## src/rtl/clkscl_pkg.sv

```systemverilog
package clkscl_pkg;

   typedef struct packed {
      logic extra_div;
      logic bypass;
   } clkscl_cfg_t;

   function automatic int clog2_min1(input int value);
      int bits;
      bits = 1;
      while ((1 << bits) < value) bits++;
      return bits;
   endfunction

endpackage

```

## src/rtl/clkscl_cfg_reg.sv

```systemverilog
module clkscl_cfg_reg
   import clkscl_pkg::*;
#(
   parameter int CFG_W      = 24,
   parameter int BYPASS_BIT = 8,
   parameter int EXTRA_BIT  = 17
) (
   input  logic             clk,
   input  logic             rst_n,
   input  logic             wr_allow,
   input  logic             we,
   input  logic [CFG_W-1:0] wdata,
   output clkscl_cfg_t      cfg
);

   clkscl_cfg_t cfg_q;

   always_ff @(posedge clk or negedge rst_n) begin
      if (!rst_n) begin
         cfg_q <= '0;
      end else if (we && wr_allow) begin
         cfg_q.bypass    <= wdata[BYPASS_BIT];
         cfg_q.extra_div <= wdata[EXTRA_BIT];
      end
   end

   assign cfg = cfg_q;

endmodule

```

## src/rtl/clkscl_ratio_sel.sv

```systemverilog
module clkscl_ratio_sel
   import clkscl_pkg::*;
#(
   parameter int CLASS_W     = 2,
   parameter int ENTRY_W     = 2,
   parameter int K_W         = 2,
   parameter int NUM_CLASSES = 4,
   parameter logic [NUM_CLASSES*ENTRY_W-1:0] RATE_MAP = '0
) (
   input  logic [CLASS_W-1:0] rate_class,
   input  clkscl_cfg_t        cfg,
   output logic [K_W-1:0]     shift_req
);

   logic [ENTRY_W-1:0] tab [NUM_CLASSES];

   for (genvar gi = 0; gi < NUM_CLASSES; gi++) begin : g_tab
      assign tab[gi] = RATE_MAP[gi*ENTRY_W +: ENTRY_W];
   end

   logic [K_W-1:0] scale_shift;

   always_comb begin
      if (cfg.bypass) scale_shift = '0;
      else            scale_shift = K_W'(tab[rate_class]);
      shift_req = scale_shift + K_W'(cfg.extra_div);
   end

endmodule

```

## src/rtl/clkscl_div_core.sv

```systemverilog
module clkscl_div_core #(
   parameter int CNT_W = 3,
   parameter int K_W   = 2
) (
   input  logic           clk,
   input  logic           rst_n,
   input  logic           run,
   input  logic [K_W-1:0] shift_req,
   output logic [K_W-1:0] applied_shift,
   output logic           period_start,
   output logic           clk_out
);

   logic [CNT_W-1:0] cnt_q, cnt_d, cnt_inc;
   logic [K_W-1:0]   k_q, k_d;
   logic             on_q;
   logic             lvl_q, lvl_d;
   logic             pass_p_q, pass_p_d;
   logic             pass_n_q;

   function automatic logic [CNT_W-1:0] last_of(input logic [K_W-1:0] k);
      logic [CNT_W:0] span;
      span = {{CNT_W{1'b0}}, 1'b1} << k;
      return CNT_W'(span - 1'b1);
   endfunction

   function automatic logic [CNT_W-1:0] half_of(input logic [K_W-1:0] k);
      logic [CNT_W:0] span;
      span = {{CNT_W{1'b0}}, 1'b1} << k;
      return CNT_W'(span >> 1);
   endfunction

   assign cnt_inc      = cnt_q + 1'b1;
   assign period_start = run && (!on_q || (cnt_q == last_of(k_q)));

   always_comb begin
      cnt_d    = cnt_inc;
      k_d      = k_q;
      lvl_d    = (cnt_inc < half_of(k_q));
      pass_p_d = pass_p_q;
      if (!run) begin
         cnt_d    = '0;
         k_d      = shift_req;
         lvl_d    = 1'b0;
         pass_p_d = 1'b0;
      end else if (period_start) begin
         cnt_d    = '0;
         k_d      = shift_req;
         lvl_d    = 1'b1;
         pass_p_d = (shift_req == '0);
      end
   end

   always_ff @(posedge clk or negedge rst_n) begin
      if (!rst_n) begin
         cnt_q    <= '0;
         k_q      <= '0;
         on_q     <= 1'b0;
         lvl_q    <= 1'b0;
         pass_p_q <= 1'b0;
      end else begin
         cnt_q    <= cnt_d;
         k_q      <= k_d;
         on_q     <= run;
         lvl_q    <= lvl_d;
         pass_p_q <= pass_p_d;
      end
   end

   // pass-through is opened only while the source clock is low
   always_ff @(negedge clk or negedge rst_n) begin
      if (!rst_n) pass_n_q <= 1'b0;
      else        pass_n_q <= pass_p_q;
   end

   assign applied_shift = k_q;
   assign clk_out       = (pass_p_q && pass_n_q) ? clk : lvl_q;

endmodule

```

## src/rtl/clk_ref_scaler.sv

```systemverilog
module clk_ref_scaler
   import clkscl_pkg::*;
#(
   parameter int CFG_W           = 24,
   parameter int BYPASS_BIT      = 8,
   parameter int EXTRA_BIT       = 17,
   parameter int CLASS_W         = 2,
   parameter int MAX_SCALE_SHIFT = 2,
   parameter int ENTRY_W         = 2,
   parameter logic [(1<<CLASS_W)*ENTRY_W-1:0] RATE_MAP = 8'b10_10_01_00
) (
   input  logic               synth_clk,
   input  logic               rst_n,
   input  logic               proc_en,
   input  logic               codec_en,
   input  logic [CLASS_W-1:0] rate_class,
   input  logic               cfg_we,
   input  logic [CFG_W-1:0]   cfg_wdata,
   output logic               clk_out
);

   localparam int NUM_CLASSES = 1 << CLASS_W;
   localparam int TOT_SHIFT   = MAX_SCALE_SHIFT + 1;
   localparam int CNT_W       = TOT_SHIFT;
   localparam int K_W         = clog2_min1(TOT_SHIFT + 1);

   if (BYPASS_BIT >= CFG_W || EXTRA_BIT >= CFG_W) begin : g_bad_bitpos
      $error("configuration bit position outside the word");
   end
   if (BYPASS_BIT == EXTRA_BIT) begin : g_bad_overlap
      $error("bypass and extra-divide bits must differ");
   end
   if ((1 << ENTRY_W) <= MAX_SCALE_SHIFT) begin : g_bad_entry
      $error("table entry too narrow for the largest scaler shift");
   end
   for (genvar gc = 0; gc < NUM_CLASSES; gc++) begin : g_map_chk
      if (RATE_MAP[gc*ENTRY_W +: ENTRY_W] > MAX_SCALE_SHIFT) begin : g_bad_map
         $error("rate map entry exceeds the largest scaler shift");
      end
   end

   clkscl_cfg_t    cfg;
   logic [K_W-1:0] shift_req;
   logic [K_W-1:0] applied_shift;
   logic           period_start;
   logic           run;

   assign run = proc_en | codec_en;

   clkscl_cfg_reg #(
      .CFG_W      (CFG_W),
      .BYPASS_BIT (BYPASS_BIT),
      .EXTRA_BIT  (EXTRA_BIT)
   ) u_cfg (
      .clk      (synth_clk),
      .rst_n    (rst_n),
      .wr_allow (proc_en),
      .we       (cfg_we),
      .wdata    (cfg_wdata),
      .cfg      (cfg)
   );

   clkscl_ratio_sel #(
      .CLASS_W     (CLASS_W),
      .ENTRY_W     (ENTRY_W),
      .K_W         (K_W),
      .NUM_CLASSES (NUM_CLASSES),
      .RATE_MAP    (RATE_MAP)
   ) u_sel (
      .rate_class (rate_class),
      .cfg        (cfg),
      .shift_req  (shift_req)
   );

   clkscl_div_core #(
      .CNT_W (CNT_W),
      .K_W   (K_W)
   ) u_core (
      .clk           (synth_clk),
      .rst_n         (rst_n),
      .run           (run),
      .shift_req     (shift_req),
      .applied_shift (applied_shift),
      .period_start  (period_start),
      .clk_out       (clk_out)
   );

endmodule

```

## config.mk

```make
export PLATFORM = sky130hd
export DESIGN_NAME = clk_ref_scaler
export DESIGN_NICKNAME = d
export VERILOG_FILES = /design/src/rtl/clkscl_pkg.sv /design/src/rtl/clkscl_cfg_reg.sv /design/src/rtl/clkscl_ratio_sel.sv /design/src/rtl/clkscl_div_core.sv /design/src/rtl/clk_ref_scaler.sv
export SDC_FILE = /design/constraint.sdc
export NUM_CORES = 1
export LEC_CHECK = 0
export CAP_MARGIN = 40
export CORE_AREA = 10 10 47 49
export CTS_BUF_LIST = sky130_fd_sc_hd__clkbuf_2
export DETAILED_ROUTE_END_ITERATION = 12
export DIE_AREA = 0 0 57 59
export DONT_BUFFER_PORTS = 1
export GPL_TIMING_DRIVEN = 0
export SLEW_MARGIN = 20
export SYNTH_ARGS = -nofsm -noshare
export SYNTH_HDL_FRONTEND = slang
export SYNTH_SLANG_ARGS = --single-unit
```

## constraint.sdc

```tcl
create_clock -name synth_clk -period 2.51 [get_ports synth_clk]
set_input_delay 0.251 -clock synth_clk [delete_from_list [all_inputs] [get_ports synth_clk]]
set_output_delay 0.251 -clock synth_clk [all_outputs]
set_load 0.02 [all_outputs]
```

After elaboration in Yosys (flattened, before gate mapping)
Index checks and enable logic that the tools add are counted.
{"block": "totals", "register_bits": 11, "latch_bits": 0, "ram_bits": 0, "mem_bits_ro": 0, "inputBits": 31, "mem_count": 0}
{"block": "op_classes", "add_sub_neg": 3, "n_mul": 0, "n_div": 0, "n_lt_le_gt_ge": 2, "n_eq_ne": 2, "shifts": 1, "n_mux": 13, "bitwise_logic": 2, "n_reduce_logical": 6}
{"op": "2-bit 2-to-1 mux", "count": 5}
{"op": "3-bit 2-to-1 mux", "count": 2}
{"op": "1-bit 2-to-1 mux", "count": 5}
{"op": "2-bit binary-select mux with 2-bit select", "count": 1}
{"op": "1-bit by 2-bit left shift with 4-bit output, first input constant", "count": 1}
{"op": "3-bit by 1-bit adder with 3-bit output, second input constant", "count": 1}
{"op": "3-bit == test", "count": 1}
{"op": "3-bit >= comparator, second input constant", "count": 1}
{"op": "1-bit logical AND", "count": 3}
{"op": "3-bit less-than comparator", "count": 1}
{"op": "2-bit NOT with 3-bit output", "count": 1}
{"op": "3-bit by 1-bit subtractor with 3-bit output, second input constant", "count": 1}
{"op": "2-bit by 1-bit adder with 2-bit output", "count": 1}
{"op": "2-bit zero test", "count": 1}
{"op": "2-bit inequality test, second input constant", "count": 1}
{"op": "1-bit zero test", "count": 1}
{"op": "1-bit logical OR", "count": 1}
{"op": "1-bit bitwise OR", "count": 1}

Longest topological paths before layout
{"block": "logic_depth", "word_depth": 9, "mapped_depth": 6, "mapped_depth_nobuf": 6}

Modules after synthesis
Synthesis repeated with hierarchy kept, for this count alone.
{"block": "unflattened", "hier_cells": 51, "hier_area_um2": 609.3}
{"module": "clkscl_div_core", "n_inst": 1, "cells_each": 41, "area_each_um2": 476.7}
{"module": "clkscl_cfg_reg", "n_inst": 1, "cells_each": 5, "area_each_um2": 76.3}
{"module": "clkscl_ratio_sel", "n_inst": 1, "cells_each": 4, "area_each_um2": 50.0}
{"module": "clk_ref_scaler", "n_inst": 1, "cells_each": 1, "area_each_um2": 6.3}

==> flow_summary_export.csv <==
group,metric,value,unit
logic_synthesis,synth_area_leaders,"dfrtp_1 (45%), ha_1 (8.9%), mux2_2 (6.0%)",
finish,multi_input_area,279,µm²
floorplanning,io_pins,32,
floorplanning,row_count,14,
finish,fillers,151,
grt,track_usage,7.54,%
timing,max_slew_margin,68.1,%
job,drv_cap,0,
clock_network,cts_tree,"done",
logic_synthesis,async_flop_share,100,%
finish,design_area,637,µm²
setup_path,cp_max_fo,1,
floorplanning,initial_utilization,40.1,%
logic_synthesis,synth_cell_types,25,
pwr,p_leak,0.000304,µW
route,vias,369,
timing,rsz0062_at_grt,"yes",
floorplanning,die_w,57,µm
timing,tightest_slew,0.477,ns
timing,finClkSkew,0.0138,ns
clock_network,cts.clk_slew.worst_paths,0.11,ns
logic_synthesis,yosys-top-cells-count,"dfrtp_1 (10), ha_1 (4), nor2_1 (4), mux2_2 (3), nand2_1 (3)",
logic_synthesis,synth_nets,83,
route,ant_nets,0,
logic_synthesis,yosys.area.top_type,"dfrtp_1",
finish,syn2layout_area_growth,13.4,%
grt,grt_max_degree,11,
setup_path,path_cells,"nand2_1 > mux2_2",
route,first_iter_violations,4,
pwr,clkPwrFrac,25.3,%
place,postPlaceCellArea,582,µm²
setup_path,slowest_stage,"mux2_2",
place,place.port_buffers,0,
clock_network,post_cts_buffers,0,
timing,finalMaxSlewViolations,0,
outcome,status,"complete, but fails checks",
grt,grt_pass1_vias,425,
setup_path,cp-start-kind,"flop",
setup_path,crit_type,"reg -> out",
pwr,p_int,433,µW
route,post_drt_wl_per_cell,14.5,µm
logic_synthesis,syn_area_per_cell,11.7,µm²
setup_path,required,2.26,ns
route,drtPass1Iterations,8,
pwr,sequentialPowerShare,42.4,%
finish,final_cells,73,
logic_synthesis,yosysSeqAreaShare,49.0,%
pwr,powerDensity,1100,mW/mm²
logic_synthesis,ys_seq_elements,11,
place,gp_congestion,0.639,
pwr,ir_worst_vdd,0.397,mV
logic_synthesis,synth_top_area_share,44.5,%
clock_network,clock_latency,0.35,ns
floorplanning,die_h,59,µm
timing,finalHoldViolations,0,
route,vias_per_cell,5.05,
finish,nets,93,
pwr,swShare,38.2,%
setup_path,cp-end-kind,"output port",
setup_path,slowest_delay,0.39,ns
outcome,failed_checks,"DRC, setup timing",
min_path,min_path_type,"in -> reg",
timing,finalWorstSetupSlack,-0.114,ns
place,dp.final_hpwl,750,µm
logic_synthesis,synth_cells,48,
floorplanning,coreArea,0.00140,mm²
route,drcViolationCount,1,
timing,finalSetupViolations,1,
grt,grt_overflow,0,
grt,grt_pass1_wl,1790,µm
setup_path,crit_buf_inv,0,
setup_path,crit_family,"multiplexers",
setup_path,crit_arrival,2.37,ns
logic_synthesis,synth_edf_count,0,
logic_synthesis,yosys_warnings,0,
logic_synthesis,synth_flop_cell,"dfrtp_1",
logic_synthesis,synth_most_common_cell,"dfrtp_1",
place,dp.cells,64,
route,wl,1060,µm
floorplanning,dieArea,0.00336,mm²
finish,regArea,275,µm²
logic_synthesis,syn_area,562,µm²
clock_network,cts_resized,0,
finish,layout-drive-gt1-share,21.1,%
pwr,combinationalPowerShare,32.4,%
pwr,total_switching_power,267,µW
finish,diodes,0,
grt,grt_antenna_before_repair,0,
==> layout by cell type (no fill, tap or decap), types with 2 or more instances in the layout <==
cell type       n
inv_1           2
mux2_2          3
xnor2_1         2
ha_1            4
dfrtp_1        10
nand2b_1        2
nor2_1          4
nand2_1         3
dlygate4sd3_1   2
mux2_1          2
clkbuf_2        7
==> registers in the layout (all words and copies together) (netlist names) <==
register,count
u_cfg.cfg,2
u_core.applied_shift,2
u_core.cnt_q,3
u_core.lvl_q,1
u_core.on_q,1
u_core.pass_n_q,1
u_core.pass_p_q,1
==> logic make-up after synthesis <==
logic type | count (synthesis) | share of synthesized area [%]
DFF | 11 | 49.0
and+or+nand+nor | 16 | 16.0
AOI/OAI and AO/OA | 7 | 10.0
xor gates and xnor gates | 3 | 4.68
adders and majority gates | 4 | 8.91
muxes | 5 | 10.0
buffers and inverters | 2 | 1.34
==> final timing paths <==
path | startpoint | to | slack, ns | depth (start not counted)
hold reg to reg | u_cfg.cfg[1] | u_cfg.cfg[1] | 0.53 | 1
setup reg to reg | u_core.pass_p_q | u_core.pass_n_q | 0.67 | 0
min in group asynchronous | rst_n | u_core.cnt_q[2] | 0.28 | 1
hold / removal | cfg_wdata[17] | u_cfg.cfg[1] | 0.04 | 1
max in group asynchronous | rst_n | u_core.pass_n_q | 1.67 | 0
setup / recovery | u_core.pass_n_q | clk_out | -0.11 | 2
==> area by class of cell <==
type / count / share of cell area (%)
inverter: 2 / 1.18
sequential: 11 / 43.2
tap: 16 / 3.14
clock buffer: 7 / 5.50
multi-input combinational: 35 / 43.8
timing repair buffer: 2 / 3.14
==> power groups by stage <==
stage	Sequential [µW]	Clock, µW	Combinational [µW]
6_report	297	177	227
5_1_grt	304	202	264
4_1_cts	297	184	230
3_5_place_dp	301	24.6	223
3_3_place_gp	299	24.6	221
2_1_floorplan	283	24.6	188
==> layer usage <==
| layer | track usage [%] | wire, µm | vias to the layer above |
|---|---|---|---|
| met1 | 6.94 | 487 | 176 |
| li1 | - | - | 187 |
| met5 | 0 | 0 | - |
| met4 | 8.05 | 0 | 0 |
| met3 | 6.65 | 80 | 0 |
| met2 | 9.46 | 491 | 6 |
==> timing repair <==
item,in CTS,in global routing
hold buffers,1,1
hold endpoints to repair,10,1
setup endpoints to repair,1,1
==> metrics by stage <==
stage / hold slack (ns) / worst slack [ns] / power (µW) / setup TNS (ns) / utilization (%)
6_report: 0.0442 / -0.114 / 700 / -0.114 / 45.4
5_1_grt: 0.000297 / -0.176 / 770 / -0.176 / 45.4
2_1_floorplan: -0.0446 / 0.267 / 495 / 0 / -
3_5_place_dp: -0.0441 / 0.260 / 549 / 0 / 41.5
3_3_place_gp: -0.0442 / 0.253 / 544 / 0 / 41.5
4_1_cts: 0.0373 / -0.131 / 710 / -0.131 / 44.7
Note: power is estimated with default switching activity, not from simulation.
